$ cat src/rtl/mmu_guard_pkg.sv
// Package: shared constants and decision functions for the access guard.
// Assumes permission vectors are ordered {X, W, R}.
package mmu_guard_pkg;
    localparam int ERR_W      = 10;
    localparam int PERM_W     = 3;
    localparam logic [2:0] P_R = 3'b001;
    localparam logic [2:0] P_W = 3'b010;
    localparam logic [2:0] P_X = 3'b100;
    localparam logic [3:0] CODE_PROT = 4'd8;
    localparam logic [3:0] CODE_PRIV = 4'd12;

    typedef logic [2:0] acc_idx_t;

    // Access index: write at bit 2, fetch at bit 1, supervisor at bit 0.
    function automatic acc_idx_t make_index(input logic wr, input logic fe, input logic sv);
        return {wr, fe, sv};
    endfunction

    // Rights check derived from per-kind allowed sets.
    function automatic logic [3:0] rights_code(input acc_idx_t ai, input logic [2:0] af);
        logic ok;
        logic x_ok;
        logic w_ok;
        if (!ai[0] && af[2:1] == 2'b11) begin
            return CODE_PRIV;
        end
        x_ok = (af == 3'd2) || (af == 3'd3) || (af == 3'd4) || (af == 3'd6) || (af == 3'd7);
        w_ok = (af == 3'd1) || (af == 3'd3) || (ai[0] && (af == 3'd5 || af == 3'd7));
        ok = 1'b1;
        if (ai[1]) ok = ok & x_ok;
        if (ai[2]) ok = ok & w_ok;
        if (!ai[1] && !ai[2]) ok = (af != 3'd4);
        return ok ? 4'd0 : CODE_PROT;
    endfunction

    // Fill permission set for an allowed access.
    function automatic logic [2:0] fill_perm(input logic sv, input logic [2:0] af);
        case (af)
            3'd0:    return P_R;
            3'd1:    return P_R | P_W;
            3'd2:    return P_R | P_X;
            3'd3:    return P_R | P_W | P_X;
            3'd4:    return P_X;
            3'd5:    return sv ? (P_R | P_W) : P_R;
            3'd6:    return sv ? (P_R | P_X) : P_X;
            default: return sv ? (P_R | P_W | P_X) : P_X;
        endcase
    endfunction
endpackage

$ cat src/rtl/mmu_access_judge.sv
// Module: combinational judgement of one access.
// Walker codes take precedence; no-fault only masks rights errors of user accesses.
module mmu_access_judge
    import mmu_guard_pkg::*;
#(
    parameter int CODE_W = ERR_W
) (
    input  logic              is_write,
    input  logic              is_fetch,
    input  logic              is_super,
    input  logic [2:0]        af,
    input  logic              dirty,
    input  logic              nofault,
    input  logic [CODE_W-1:0] walk_code,
    output acc_idx_t          ai,
    output logic [CODE_W-1:0] code,
    output logic              faulted,
    output logic [2:0]        perm_ok
);
    logic [3:0] rcode;

    // Derive index, rights error and the unmasked-by-fault permission set.
    always_comb begin
        ai    = make_index(is_write, is_fetch, is_super);
        rcode = rights_code(ai, af);
        if (walk_code != '0) begin
            code = walk_code;
        end else if (nofault && !is_super) begin
            code = '0;
        end else begin
            code = {{(CODE_W-4){1'b0}}, rcode};
        end
        faulted = (code != '0);
        perm_ok = fill_perm(is_super, af);
        if (!dirty) perm_ok = perm_ok & ~P_W;
    end
endmodule

$ cat src/rtl/mmu_fault_regs.sv
// Module: fault status and fault address registers.
// A clear request in the same cycle as a fault is applied before the fault update.
module mmu_fault_regs
    import mmu_guard_pkg::*;
#(
    parameter int DATA_W     = 32,
    parameter int CODE_W     = ERR_W,
    parameter int PAGE_SHIFT = 12
) (
    input  logic              clk,
    input  logic              rst_n,
    input  logic              log_en,
    input  acc_idx_t          ai,
    input  logic [CODE_W-1:0] code,
    input  logic [DATA_W-1:0] vaddr,
    input  logic              clr,
    output logic [DATA_W-1:0] fsr_q,
    output logic [DATA_W-1:0] far_q
);
    localparam logic [DATA_W-1:0] PAGE_MASK = {DATA_W{1'b1}} << PAGE_SHIFT;
    localparam int                IDX_LSB   = 5;

    logic [DATA_W-1:0] base;
    logic [DATA_W-1:0] fsr_n;

    // Compose the next status value from the (possibly cleared) current one.
    always_comb begin
        base  = clr ? '0 : fsr_q;
        fsr_n = base;
        if (log_en) begin
            fsr_n = (base != '0) ? {{(DATA_W-1){1'b0}}, 1'b1} : '0;
            fsr_n = fsr_n | ({{(DATA_W-3){1'b0}}, ai} << IDX_LSB)
                          | {{(DATA_W-CODE_W){1'b0}}, code}
                          | {{(DATA_W-2){1'b0}}, 2'b10};
        end
    end

    // Register the status and the page-aligned fault address.
    always_ff @(posedge clk) begin
        if (!rst_n) begin
            fsr_q <= '0;
            far_q <= '0;
        end else begin
            fsr_q <= fsr_n;
            if (log_en) far_q <= vaddr & PAGE_MASK;
        end
    end
endmodule

$ cat src/rtl/mmu_reg_port.sv
// Module: register read port; reading status requests a clear.
module mmu_reg_port #(
    parameter int DATA_W = 32
) (
    input  logic              clk,
    input  logic              rst_n,
    input  logic              rd,
    input  logic              sel,
    input  logic [DATA_W-1:0] fsr,
    input  logic [DATA_W-1:0] far,
    output logic              clr,
    output logic [DATA_W-1:0] rdata
);
    // Status read triggers read-clear.
    assign clr = rd && !sel;

    // Capture the selected register value.
    always_ff @(posedge clk) begin
        if (!rst_n) rdata <= '0;
        else if (rd) rdata <= sel ? far : fsr;
    end
endmodule

$ cat src/rtl/mmu_access_guard.sv
// Module: top of the permission checker; responses are registered one cycle.
// Assumes acc_valid qualifies all access inputs.
module mmu_access_guard
    import mmu_guard_pkg::*;
#(
    parameter int DATA_W     = 32,
    parameter int CODE_W     = ERR_W,
    parameter int PAGE_SHIFT = 12
) (
    input  logic              clk,
    input  logic              rst_n,
    input  logic              acc_valid,
    input  logic              acc_write,
    input  logic              acc_ifetch,
    input  logic              acc_super,
    input  logic [DATA_W-1:0] acc_vaddr,
    input  logic [2:0]        pte_acc,
    input  logic              pte_dirty,
    input  logic [CODE_W-1:0] walk_code,
    input  logic              nofault_mode,
    input  logic              traps_on,
    output logic              resp_valid,
    output logic [CODE_W-1:0] resp_err,
    output logic [2:0]        resp_perm,
    output logic              trap_iacc,
    output logic              trap_dacc,
    input  logic              reg_rd,
    input  logic              reg_sel,
    output logic [DATA_W-1:0] reg_rdata
);
    acc_idx_t          ai;
    logic [CODE_W-1:0] code;
    logic              faulted;
    logic [2:0]        perm_ok;
    logic              log_fault;
    logic              override;
    logic              clr_status;
    logic [DATA_W-1:0] fsr_q;
    logic [DATA_W-1:0] far_q;

    mmu_access_judge #(.CODE_W(CODE_W)) judge_i (
        .is_write (acc_write),
        .is_fetch (acc_ifetch),
        .is_super (acc_super),
        .af       (pte_acc),
        .dirty    (pte_dirty),
        .nofault  (nofault_mode),
        .walk_code(walk_code),
        .ai       (ai),
        .code     (code),
        .faulted  (faulted),
        .perm_ok  (perm_ok)
    );

    assign log_fault = acc_valid && faulted;
    assign override  = nofault_mode || !traps_on;

    mmu_fault_regs #(.DATA_W(DATA_W), .CODE_W(CODE_W), .PAGE_SHIFT(PAGE_SHIFT)) regs_i (
        .clk   (clk),
        .rst_n (rst_n),
        .log_en(log_fault),
        .ai    (ai),
        .code  (code),
        .vaddr (acc_vaddr),
        .clr   (clr_status),
        .fsr_q (fsr_q),
        .far_q (far_q)
    );

    mmu_reg_port #(.DATA_W(DATA_W)) port_i (
        .clk  (clk),
        .rst_n(rst_n),
        .rd   (reg_rd),
        .sel  (reg_sel),
        .fsr  (fsr_q),
        .far  (far_q),
        .clr  (clr_status),
        .rdata(reg_rdata)
    );

    // Register the decision, permission set and trap request.
    always_ff @(posedge clk) begin
        if (!rst_n) begin
            resp_valid <= 1'b0;
            resp_err   <= '0;
            resp_perm  <= '0;
            trap_iacc  <= 1'b0;
            trap_dacc  <= 1'b0;
        end else begin
            resp_valid <= acc_valid;
            trap_iacc  <= 1'b0;
            trap_dacc  <= 1'b0;
            if (acc_valid) begin
                resp_err <= code;
                if (!faulted) begin
                    resp_perm <= perm_ok;
                end else if (override) begin
                    resp_perm <= P_R | P_W | P_X;
                end else begin
                    resp_perm <= '0;
                    trap_iacc <= acc_ifetch;
                    trap_dacc <= !acc_ifetch;
                end
            end
        end
    end
endmodule

$ cat config.mk
export PLATFORM = sky130hd
export DESIGN_NAME = mmu_access_guard
export DESIGN_NICKNAME = d
export VERILOG_FILES = /design/src/rtl/mmu_guard_pkg.sv /design/src/rtl/mmu_access_judge.sv /design/src/rtl/mmu_fault_regs.sv /design/src/rtl/mmu_reg_port.sv /design/src/rtl/mmu_access_guard.sv
export SDC_FILE = /design/constraint.sdc
export NUM_CORES = 1
export LEC_CHECK = 0
export ABC_AREA = 0
export BUFFER_PORTS_ARGS = -buffer_cell sky130_fd_sc_hd__buf_2
export CAP_MARGIN = 40
export CELL_PAD_IN_SITES_DETAIL_PLACEMENT = 1
export CELL_PAD_IN_SITES_GLOBAL_PLACEMENT = 1
export CORE_ASPECT_RATIO = 0.7
export CORE_MARGIN = 10
export CORE_UTILIZATION = 38
export CTS_CLUSTER_SIZE = 28
export DETAILED_ROUTE_END_ITERATION = 6
export PLACE_DENSITY_LB_ADDON = 0.2
export REMOVE_ABC_BUFFERS = 1
export SYNTH_ARGS = -nofsm -noshare
export SYNTH_HDL_FRONTEND = slang
export SYNTH_SLANG_ARGS = --single-unit
export TNS_END_PERCENT = 10
$ cat constraint.sdc
create_clock -name clk -period 2.79 [get_ports clk]
set_input_delay 0.558 -clock clk [delete_from_list [all_inputs] [get_ports clk]]
set_output_delay 0.558 -clock clk [all_outputs]
set_load 0.01 [all_outputs]
### Word level (Yosys, flattened, before mapping)

Index checks and enable logic that the tools add are counted.
Widths: inputs -> output; s select.

| storage, ports and cells | value |
|---|---|
| register bits | 100 |
| output and inout bits | 48 |
| word-level logic and storage cells | 69 |

| operators by class | value |
|---|---|
| equal/unequal tests | 9 |
| mux-type cells | 22 |
| bitwise gates (word level) | 6 |
| reductions and logical operators | 24 |

Operators with widths:

| operator | count |
|---|---|
| $mux 32 | 3 |
| $or 32x10->32 | 1 |
| $or 32x8->32 | 1 |
| $reduce_bool 32->1 | 1 |
| $pmux 3 s7 | 1 |
| $reduce_bool 10->1 | 2 |
| $mux 4 | 4 |
| $eq 3x3->1 const B | 4 |
| $mux 10 | 1 |
| $logic_or 1x1->1 | 8 |
| $mux 1 | 8 |
| $eq 3x2->1 const B | 2 |
| $logic_and 1x1->1 | 6 |
| $mux 2 | 3 |
| $mux 3 | 2 |
| $logic_not 1->1 | 5 |
| $reduce_or 4->1 | 1 |
| $eq 3x1->1 const B | 1 |
| $logic_not 3->1 | 1 |
| $ne 3x3->1 const B | 1 |
| $not 1->1 | 3 |
| $eq 2x2->1 const B | 1 |
| $and 1x1->1 | 1 |

### Longest topological paths before layout

Gate-level depths: netlist of run 1.

| logic depth | value |
|---|---|
| word-level depth | 18 |
| depth in mapped cells | 7 |
| mapped depth without buffers | 5 |

### Cells and area by module

A second synthesis of run 1 with hierarchy kept.

| unflattened totals | value |
|---|---|
| cell total of the unflattened synthesis | 407 |
| area, all modules | 4180.3 µm² |

Modules (own cells, without submodules):

| module | instances | cells an instance | area an instance (µm²) |
|---|---|---|---|
| mmu_fault_regs | 1 | 177 | 1948.1 |
| mmu_reg_port | 1 | 143 | 1403.8 |
| mmu_access_guard | 1 | 54 | 621.8 |
| mmu_access_judge | 1 | 33 | 206.4 |

### Worst setup path before layout of run 1

Ideal clock, no wire load.

| path | value |
|---|---|
| path kind | input port to flip-flop |
| start | input port walk_code[1] |
| end | register regs_i.far_q[18] |
| library setup time | 133 ps |
| arrival time | 1970 ps |
| required time | 2657 ps |
| slack | 688 ps |
| stages | 7 |
| path buffers | 2 |
| cells stage by stage | nor4_1 > nand2_1 > or4_1 > buf_2 > buf_6 > o211ai_1 > a21oi_1 |

| on the way | value |
|---|---|
| word-level cells in the longest chain between the ends | 4 |

RTL lines:

| element | RTL line | text |
|---|---|---|
| start, declared | mmu_access_guard.sv:19 | `input logic [CODE_W-1:0] walk_code,` |
| $reduce_bool 10->1 | mmu_access_judge.sv:26 | `if (walk_code != '0) begin` |
| $mux 10 (*) | mmu_access_judge.sv:26 |  |
| $reduce_bool 10->1 (*) | mmu_access_judge.sv:33 | `faulted = (code != '0);` |
| $logic_and 1x1->1 (*) | mmu_access_guard.sv:55 | `assign log_fault = acc_valid && faulted;` |
| end signal, assigned | mmu_fault_regs.sv:45 | `if (log_en) far_q <= vaddr & PAGE_MASK;` |
| end, declared | mmu_fault_regs.sv:18 | `output logic [DATA_W-1:0] far_q` |

Every way passes the cells marked *; elsewhere a longest branch is shown, timed or not.
A chain may end at the register's enable or synchronous reset.

### Worst setup path in the final report of run 1

| path | value |
|---|---|
| start | input port walk_code[7] |
| end | register regs_i.far_q[12] |

The elaborated chain is that of the path after synthesis.

==> results.yml, run 1 <==
outcome:
  status: "finished clean"
logic_synthesis:
  synth_edf_count: 0
  yosysWarnings: 0
  synth-seq-cells: 100
  async_flop_share_pct: 0
  yosysSeqAreaShare_pct: 51.3
  yosys.area.top_type: "dfxtp_1"
  synth.top_cell.area_share_pct: 51.3
  syn_avg_cell_area_um2: 9.53
  synth.area.top_cells: "dfxtp_1 51%, mux2i_1 7.4%, a21oi_1 4.5%, a211oi_1 4.0%, nor2_1 4.0%"
  synth_ff_type: "dfxtp_1"
  synthCells: 409
  synth_area_um2: 3900
  synth_cell_types: 42
route:
  post_drt_wl_per_cell_um: 18.8
  drt_iter0_markers: 188
  vias: 3380
  drc: 0
  drtAntennaViolNets: 0
  finalWirelength_mm: 11.8
  via_per_inst: 5.38
  drtPass1Iterations: 4
pwr:
  cellPowerDensity_nw_per_um2: 663
  p_leak_uw: 0.00206
  vdd_ir_drop_max_mv: 0.355
floorplanning:
  rows: 30
  ioPinCount: 104
  die_y_um: 105
  initial_core_util_pct: 39.6
  die_x_um: 141
  dieArea_um2: 14800
  coreArea_um2: 9830
timing:
  fin_ws_ns: 0.536
  finalSetupTns_ns: 0
  finalSetupViolations: 0
  finClkSkew_ns: 0.00451
  max_freq_mhz: 444
  rsz0062_at_grt: "no"
  tightestPinTransition_ns: 0.500
  hold_viol: 0
  holdWs_ns: 0.468
  slew_headroom_pct: 66.4
  post-route-period-util_pct: 80.8
  final_max_slew_viol_count: 0
  period_needed_ns: 2.25
setup_path:
  cp_max_fo: 14
  crit_required_ns: 3.01
  worstPathArrival_ns: 2.48
  start_kind: "input pin"
  crit_type: "input pin to register"
  end_kind: "register"
cells_and_area:
  syn_to_final_growth_pct: 23.6
  drive_gt1_share_pct: 26.0
  final_cell_area_um2: 4820
  ff_latch_area_um2: 2000
  multiInputGateArea_um2: 1730
  final_util_pct: 49.0
  insertedDiodeCount: 0
  fillers: 1158
  nets: 551
placement:
  gp_congestion: 0.871
  postPlaceCellArea_um2: 4490
  port_buffers: 91
  dp_slack_ns: 0.195
  dp_hpwl_mm: 8.60
grt:
  grt_overflow_total: 0
  grt_pass1_wl_mm: 19.1
  track_usage_pct: 15.8
  first_global_vias: 3609
  grt_max_degree: 34
  grt_antenna_before_repair: 0
clock_network:
  clock_sinks: 100
  htree_levels: 3
  clk_pin_slew_ns: 0.07
  cts-hold-fix-buffers: 0
  cts_inserted_buffers: 9
  root_buffer: "clkbuf_16"
  cts_buffer_depth: 2
  clk_latency_ns: 0.34
  postCtsSetupRepairBufs: 0
  tritoncts: "built"
  cts_resized: 0
min_path:
  hp-class: "input pin to register"
job:
  cap_violations: 0
## cell usage after synthesis, types with 5 or more instances
library cell	instances
a211oi_1	21
a21oi_1	35
and2_1	22
buf_1	5
clkbuf_1	20
dfxtp_1	100
mux2i_1	29
nand2_1	10
nand2b_1	5
nand3_1	23
nor2_1	42
nor2b_1	13
nor4_1	13
o211ai_1	20
o21ai_0	6
## cell usage in the layout (no fill, tap or decap), drive strengths merged, types with 2 or more instances in the layout
master / count
and2: 22
nand2b: 5
nor2b: 13
nor2: 42
a22o: 2
inv: 5
clkinv: 3
a32o: 2
a211oi: 21
nand3: 23
o311a: 3
o211ai: 20
bufinv: 2
nor4: 13
a21oi: 35
o21ai: 7
nand2: 10
nand3b: 2
buf: 108
clkbuf: 10
nor3: 3
mux2i: 29
nand4: 3
dfxtp: 100
nor3b: 3
## logic make-up (layout without fill, tap and decap cells)
logic type             count (synthesis)  after routing  synth area share, %
AOI/OAI and AO/OA                    101            101                 18.1
buffers and inverters                 38            129                 4.43
DFF                                  100            100                 51.3
muxes                                 29             29                 7.45
and+or+nand+nor                      141            141                 18.7
## worst paths after layout
kind | startpoint | end | slack [ns] | cells past startpoint
hold reg to reg | regs_i.far_q[21] | regs_i.far_q[21] | 0.47 | 2
setup reg to reg | regs_i.fsr_q[30] | regs_i.fsr_q[0] | 1.19 | 5
setup / recovery | walk_code[7] | regs_i.far_q[12] | 0.54 | 7
hold / removal | acc_ifetch | trap_dacc | 0.47 | 2
## metal layers
layer	vias up	global-route usage (%)	routed length, µm
li1	1645	-	-
met1	1643	20.8	5680
met2	84	23.6	5200
met3	8	5.92	802
met4	0	3.90	107
met5	-	0	0
## final cells by class
| cell class | instances | share of cell area, % |
|---|---|---|
| sequential | 100 | 41.5 |
| multi-input combinational | 271 | 35.9 |
| timing repair buffer | 108 | 12.1 |
| clock buffer | 10 | 4.96 |
| tap | 128 | 3.32 |
| clock inverter | 6 | 1.79 |
| inverter | 5 | 0.389 |
## critical path, cell delays in order
cell and delay, ns:
buf_2 0.12, nor4_1 0.27, nand2_1 0.23, or4_1 0.70
buf_4 0.28, o211ai_1 0.20, a21oi_1 0.10
## power by group
part	internal, µW	switching (µW)
logic	130	198
registers	1490	32.0
clock network	810	538
## state kept, by name, indices dropped and copies added, names as in the netlist
| register | flops |
|---|---|
| port_i.rdata | 32 |
| regs_i.far_q | 20 |
| regs_i.fsr_q | 32 |
| resp_err | 10 |
| resp_perm | 3 |
| resp_valid | 1 |
| trap_dacc | 1 |
| trap_iacc | 1 |
## metrics by stage
step	cells	total power (µW)
floorplan	376	1700
global placement	612	1870
detailed placement	612	1880
CTS	628	3230
global route	628	3330
finish	628	3190
(Power assumes the default switching activity.)
==> run 2: changes to the inputs <==
--- a/config.mk
+++ b/config.mk
@@ -12,7 +12,7 @@
 export CELL_PAD_IN_SITES_GLOBAL_PLACEMENT = 1
 export CORE_ASPECT_RATIO = 0.7
 export CORE_MARGIN = 10
-export CORE_UTILIZATION = 38
+export CORE_UTILIZATION = 35
 export CTS_CLUSTER_SIZE = 28
 export DETAILED_ROUTE_END_ITERATION = 6
 export PLACE_DENSITY_LB_ADDON = 0.2
==> constraint.sdc (replaced) <==
create_clock -name clk -period 1.9 [get_ports clk]
set_input_delay 0.38 -clock clk [delete_from_list [all_inputs] [get_ports clk]]
set_output_delay 0.38 -clock clk [all_outputs]
set_load 0.01 [all_outputs]
==> run 2 against run 1 <==
Compared with the run above: first-iteration DRC count shrank 1.6%; largest cell class unchanged; worst hold slack got worse by 0.16 ns; routed wire length up 5.4%; global-route usage hardly changed; design area grew 4.5%; power rose by 49%; critical endpoint is now regs_i.fsr_q[7].
==> results.yml, run 2 (synthesis results as in run 1) <==
outcome:
  status: "finished clean"
floorplanning:
  initial_core_util_pct: 35.7
  ioPinCount: 104
  die_y_um: 108
  dieArea_um2: 15800
  die_x_um: 146
  coreArea_um2: 10900
  rows: 32
grt:
  grt_use_met3_pct: 4.47
  met2_usage_pct: 25.3
  grt_antenna_before_repair: 0
  grt_pass1_wl_mm: 20.1
  grt_max_degree: 32
  first_global_vias: 3741
  grt_overflow_total: 0
  top_usage_layer: "met2"
  track_usage_pct: 15.8
  met1_usage_pct: 20.6
cells_and_area:
  layout_common_cells: "100 x dfxtp_1, 91 x buf_2, 42 x nor2_1"
  final_util_pct: 46.1
  fillers: 1274
  mostFrequentLayoutCell: "dfxtp_1"
  insertedDiodeCount: 0
  syn_to_final_growth_pct: 29.2
  biggestRegsByFlops: "port_i.rdata (32), regs_i.fsr_q (32), regs_i.far_q (20)"
  drive_gt1_share_pct: 29.0
  final_cells: 673
  nets: 571
setup_path:
  crit_required_ns: 2.18
  startpoint: "walk_code[7]"
  slowest_delay_ns: 0.51
  worstPathArrival_ns: 2.05
  worst-path-buf-inv: 2
  crit_slowest_cell: "or4_1"
  crit_type: "input pin to register"
  crit_chain: "buf_2, nor4_2, nand2_1, or4_1, buf_4, o21ai_2, o311a_1"
  end_kind: "register"
  start_kind: "input pin"
  regToRegStartpoint: "regs_i.fsr_q[25]"
  path_delay_family: "simple AND/OR/NAND/NOR gates"
  cp_max_fo: 15
route:
  drc: 0
  vias: 3444
  finalWirelength_mm: 12.4
  post_drt_wl_per_cell_um: 18.5
  via_per_inst: 5.12
  drt_iter0_markers: 185
  drtPass1Iterations: 4
  drtAntennaViolNets: 0
timing:
  hold_viol: 0
  post-route-period-util_pct: 92.7
  max_freq_mhz: 568
  final_max_slew_viol_count: 0
  fin_ws_ns: 0.138
  slew_headroom_pct: 36.9
  finalSetupViolations: 0
  finClkSkew_ns: 0.00720
  period_needed_ns: 1.76
  rsz0062_at_grt: "no"
  holdWs_ns: 0.312
  tightestPinTransition_ns: 0.945
placement:
  dp_slack_ns: -0.305
  port_buffers: 91
  dp.cells: 657
  dp_hpwl_mm: 9.29
  gp_congestion: 0.801
pwr:
  p_total_uw: 4760
  p_leak_uw: 0.00217
  vdd_ir_drop_max_mv: 0.520
  cellPowerDensity_nw_per_um2: 944
clock_network:
  clk_latency_ns: 0.34
  tritoncts: "built"
  postCtsSetupRepairBufs: 0
  root_buffer: "clkbuf_16"
  cts_resized: 0
  cts_buffer_depth: 2
  clock_sinks: 100
  htree_levels: 3
  cts-hold-fix-buffers: 0
  cts_inserted_buffers: 9
  clk_pin_slew_ns: 0.07
min_path:
  hp-class: "input pin to register"
  hp-start: "acc_vaddr[29]"
job:
  cap_violations: 0
[run 2: worst register-to-register path: stages, from the launching register on]
cell and delay [ns]:
dfxtp_1 0.33, nor4_1 0.46, nand4_1 0.16, o21ai_0 0.19, nand2b_1 0.08, a32o_1 0.25
[run 2: worst paths after layout]
check | cells past startpoint | slack [ns] | endpoint
max reg2reg | 5 | 0.32 | regs_i.fsr_q[0]
min | 3 | 0.31 | regs_i.far_q[29]
min reg2reg | 2 | 0.46 | resp_err[2]
max | 7 | 0.14 | regs_i.fsr_q[7]
[run 2: cell type report]
type | instances | area, µm² | share of cell area (%)
clock buffers | 11 | 243 | 4.82
clock inverters | 5 | 82.6 | 1.64
inverters | 5 | 18.8 | 0.372
multi-input cells | 271 | 1740 | 34.6
flip-flops and latches | 100 | 2000 | 39.7
well taps | 153 | 191 | 3.80
repair buffers | 128 | 758 | 15.0
[run 2: stage by stage]
| step | TNS [ns] | cell area, µm² |
|---|---|---|
| 6_report | 0 | 5040 |
| 5_1_grt | 0 | 5040 |
| 4_1_cts | 0 | 5030 |
| 3_5_place_dp | -14.33 | 4700 |
| 3_3_place_gp | -12.49 | 4700 |
| 2_1_floorplan | -26.42 | 3740 |
[run 2: per-layer routing]
metal	up-vias	part of all wire, %
met3	12	5.3
met2	84	45
li1	1688	-
met1	1660	49
met4	0	0.88
met5	-	0
[run 2: power by group]
group          switching [µW]  internal, µW  leakage (µW)  total (µW)
logic                     302           222       0.00119         524
clock network             805          1200      0.000160        2000
registers                49.2          2180      0.000819        2230
total                    1160          3600       0.00217        4760
==> run 3: changes to the inputs <==
--- a/config.mk
+++ b/config.mk
@@ -6,15 +6,15 @@
 export NUM_CORES = 1
 export LEC_CHECK = 0
 export ABC_AREA = 0
-export BUFFER_PORTS_ARGS = -buffer_cell sky130_fd_sc_hd__buf_2
 export CAP_MARGIN = 40
 export CELL_PAD_IN_SITES_DETAIL_PLACEMENT = 1
 export CELL_PAD_IN_SITES_GLOBAL_PLACEMENT = 1
 export CORE_ASPECT_RATIO = 0.7
 export CORE_MARGIN = 10
-export CORE_UTILIZATION = 35
+export CORE_UTILIZATION = 38
 export CTS_CLUSTER_SIZE = 28
 export DETAILED_ROUTE_END_ITERATION = 6
+export DONT_BUFFER_PORTS = 1
 export PLACE_DENSITY_LB_ADDON = 0.2
 export REMOVE_ABC_BUFFERS = 1
 export SYNTH_ARGS = -nofsm -noshare
==> constraint.sdc (replaced) <==
create_clock -name clk -period 1.8 [get_ports clk]
set_input_delay 0.36 -clock clk [delete_from_list [all_inputs] [get_ports clk]]
set_output_delay 0.36 -clock clk [all_outputs]
set_load 0.01 [all_outputs]
==> run 3 against run 2 <==
Compared with the run above: clock power is 6% lower; clock skew decreased by 0.0033 ns; combinational power down 39%; critical path type unchanged; die area is 6.6% lower; first-iteration DRC count is 30% lower; register-to-register slack worse by 0.07 ns; count of clock-buffer cells in the layout increased by 2; utilization is 1.5 points lower; worst setup slack got worse by 0.029 ns; sequential power increased by 7%; global-route usage is 0.21 points lower; largest cell class unchanged.
==> results.yml, run 3 (synthesis results as in run 1) <==
route:
  drt_iter0_markers: 130
  drtAntennaViolNets: 0
  drc: 0
  post_drt_wl_per_cell_um: 21.1
  vias: 3120
  finalWirelength_mm: 11.4
  drtPass1Iterations: 4
  via_per_inst: 5.76
floorplanning:
  die_y_um: 105
  ioPinCount: 104
  rows: 30
  coreArea_um2: 9830
  dieArea_um2: 14800
  initial_core_util_pct: 39.6
  die_x_um: 141
min_path:
  hp-start: "acc_ifetch"
  hp-class: "input pin to register"
pwr:
  pwr-share-clk_pct: 41.0
  vdd_ir_drop_max_mv: 0.495
  p_leak_uw: 0.00165
  seqPwrFrac_pct: 52.1
  switching_power_uw: 1090
  power.share.switching_pct: 23.7
  p_int_uw: 3500
  p_total_uw: 4590
  comb_power_share_pct: 6.9
  cellPowerDensity_nw_per_um2: 1050
timing:
  holdWs_ns: 0.103
  hold_viol: 0
  slew_headroom_pct: 67.3
  tightestPinTransition_ns: 0.490
  rsz0062_at_grt: "no"
  post-route-period-util_pct: 93.9
  finalSetupViolations: 0
  finalSetupTns_ns: 0
  final_max_slew_viol_count: 0
  period_needed_ns: 1.69
  finClkSkew_ns: 0.00394
  max_freq_mhz: 591
placement:
  gp_congestion: 0.820
  port_buffers: 0
  dp_hpwl_mm: 8.08
  dp.cells: 526
grt:
  grt_pass1_wl_mm: 18.8
  grt_max_degree: 62
  first_global_vias: 3272
  grt_antenna_before_repair: 0
  grt_overflow_total: 0
  track_usage_pct: 15.6
setup_path:
  end_kind: "register"
  start_kind: "input pin"
  worstPathArrival_ns: 1.90
  crit_required_ns: 2.01
  startpoint: "walk_code[7]"
  regToRegStartpoint: "regs_i.fsr_q[30]"
  crit_type: "input pin to register"
  cp_max_fo: 14
cells_and_area:
  syn_to_final_growth_pct: 12.5
  insertedDiodeCount: 0
  drive_gt1_share_pct: 10.9
  biggestRegsByFlops: "port_i.rdata (32), regs_i.fsr_q (32), regs_i.far_q (20)"
  layout_common_cells: "100 x dfxtp_1, 42 x nor2_1, 35 x a21oi_1"
  final_cells: 542
  mostFrequentLayoutCell: "dfxtp_1"
  final_util_pct: 44.6
  nets: 465
clock_network:
  root_buffer: "clkbuf_16"
  tritoncts: "built"
  clk_latency_ns: 0.34
  postCtsSetupRepairBufs: 0
  cts_buffer_depth: 2
  clk_pin_slew_ns: 0.06
  clock_sinks: 100
  cts_inserted_buffers: 9
  htree_levels: 3
outcome:
  status: "finished clean"
job:
  cap_violations: 0
[run 3: cell count changes in the layout (fill, tap and decap cells not counted), sizes merged]
cell      previous run  this run
clkinv               3         2
clkbuf              11        13
clkinvlp             0         2
buf                128        22
inv                  5         4
bufinv               2         0
[run 3: through the flow]
stage	cell area, µm²	setup slack (ns)
final	4390	0.109
after CTS	4380	0.0187
after floorplan	3740	-0.651
after global routing	4390	0.0328
after detailed placement	4090	-0.287
after global placement	4080	-0.264
[run 3: path summary, 6_finish.rpt]
kind / endpoint / slack, ns / cells past startpoint
setup reg to reg: regs_i.fsr_q[0] / 0.25 / 6
hold / removal: trap_dacc / 0.10 / 1
hold reg to reg: regs_i.far_q[22] / 0.47 / 2
setup / recovery: regs_i.far_q[31] / 0.11 / 6
[run 3: layer usage]
metal	up-vias	track usage, %	wire length (µm)
met5	-	0	0
met3	14	6.42	889
met4	0	4.04	140
li1	1479	-	-
met1	1548	20.4	5410
met2	79	23.1	5000
[run 3: final cells by class]
| cell class | instances | area, µm² |
|---|---|---|
| well taps | 128 | 160 |
| flip-flops and latches | 100 | 2000 |
| inverters | 5 | 18.8 |
| fillers | 1124 | 5450 |
| multi-input cells | 271 | 1740 |
| clock inverters | 3 | 20.0 |
| repair buffers | 22 | 178 |
| clock buffers | 13 | 270 |
[run 3: power by group through the flow]
stage | Combinational (µW) | Sequential (µW) | Clock (µW)
4_1_cts | 322 | 2390 | 1930
5_1_grt | 360 | 2400 | 2020
6_report | 318 | 2390 | 1880
2_1_floorplan | 212 | 2420 | 0
3_3_place_gp | 308 | 2440 | 0
3_5_place_dp | 321 | 2440 | 0
[run 3: timing repair]
action	CTS	global route
hold buffers	0	0
setup endpoints to repair	0	42
resized for setup	0	3
[run 3: worst max-delay path: stages]
cell and delay [ns]:
nor4_1 0.26, nand2_1 0.16, or4_4 0.56, buf_4 0.22, o211ai_1 0.23, a21oi_1 0.10
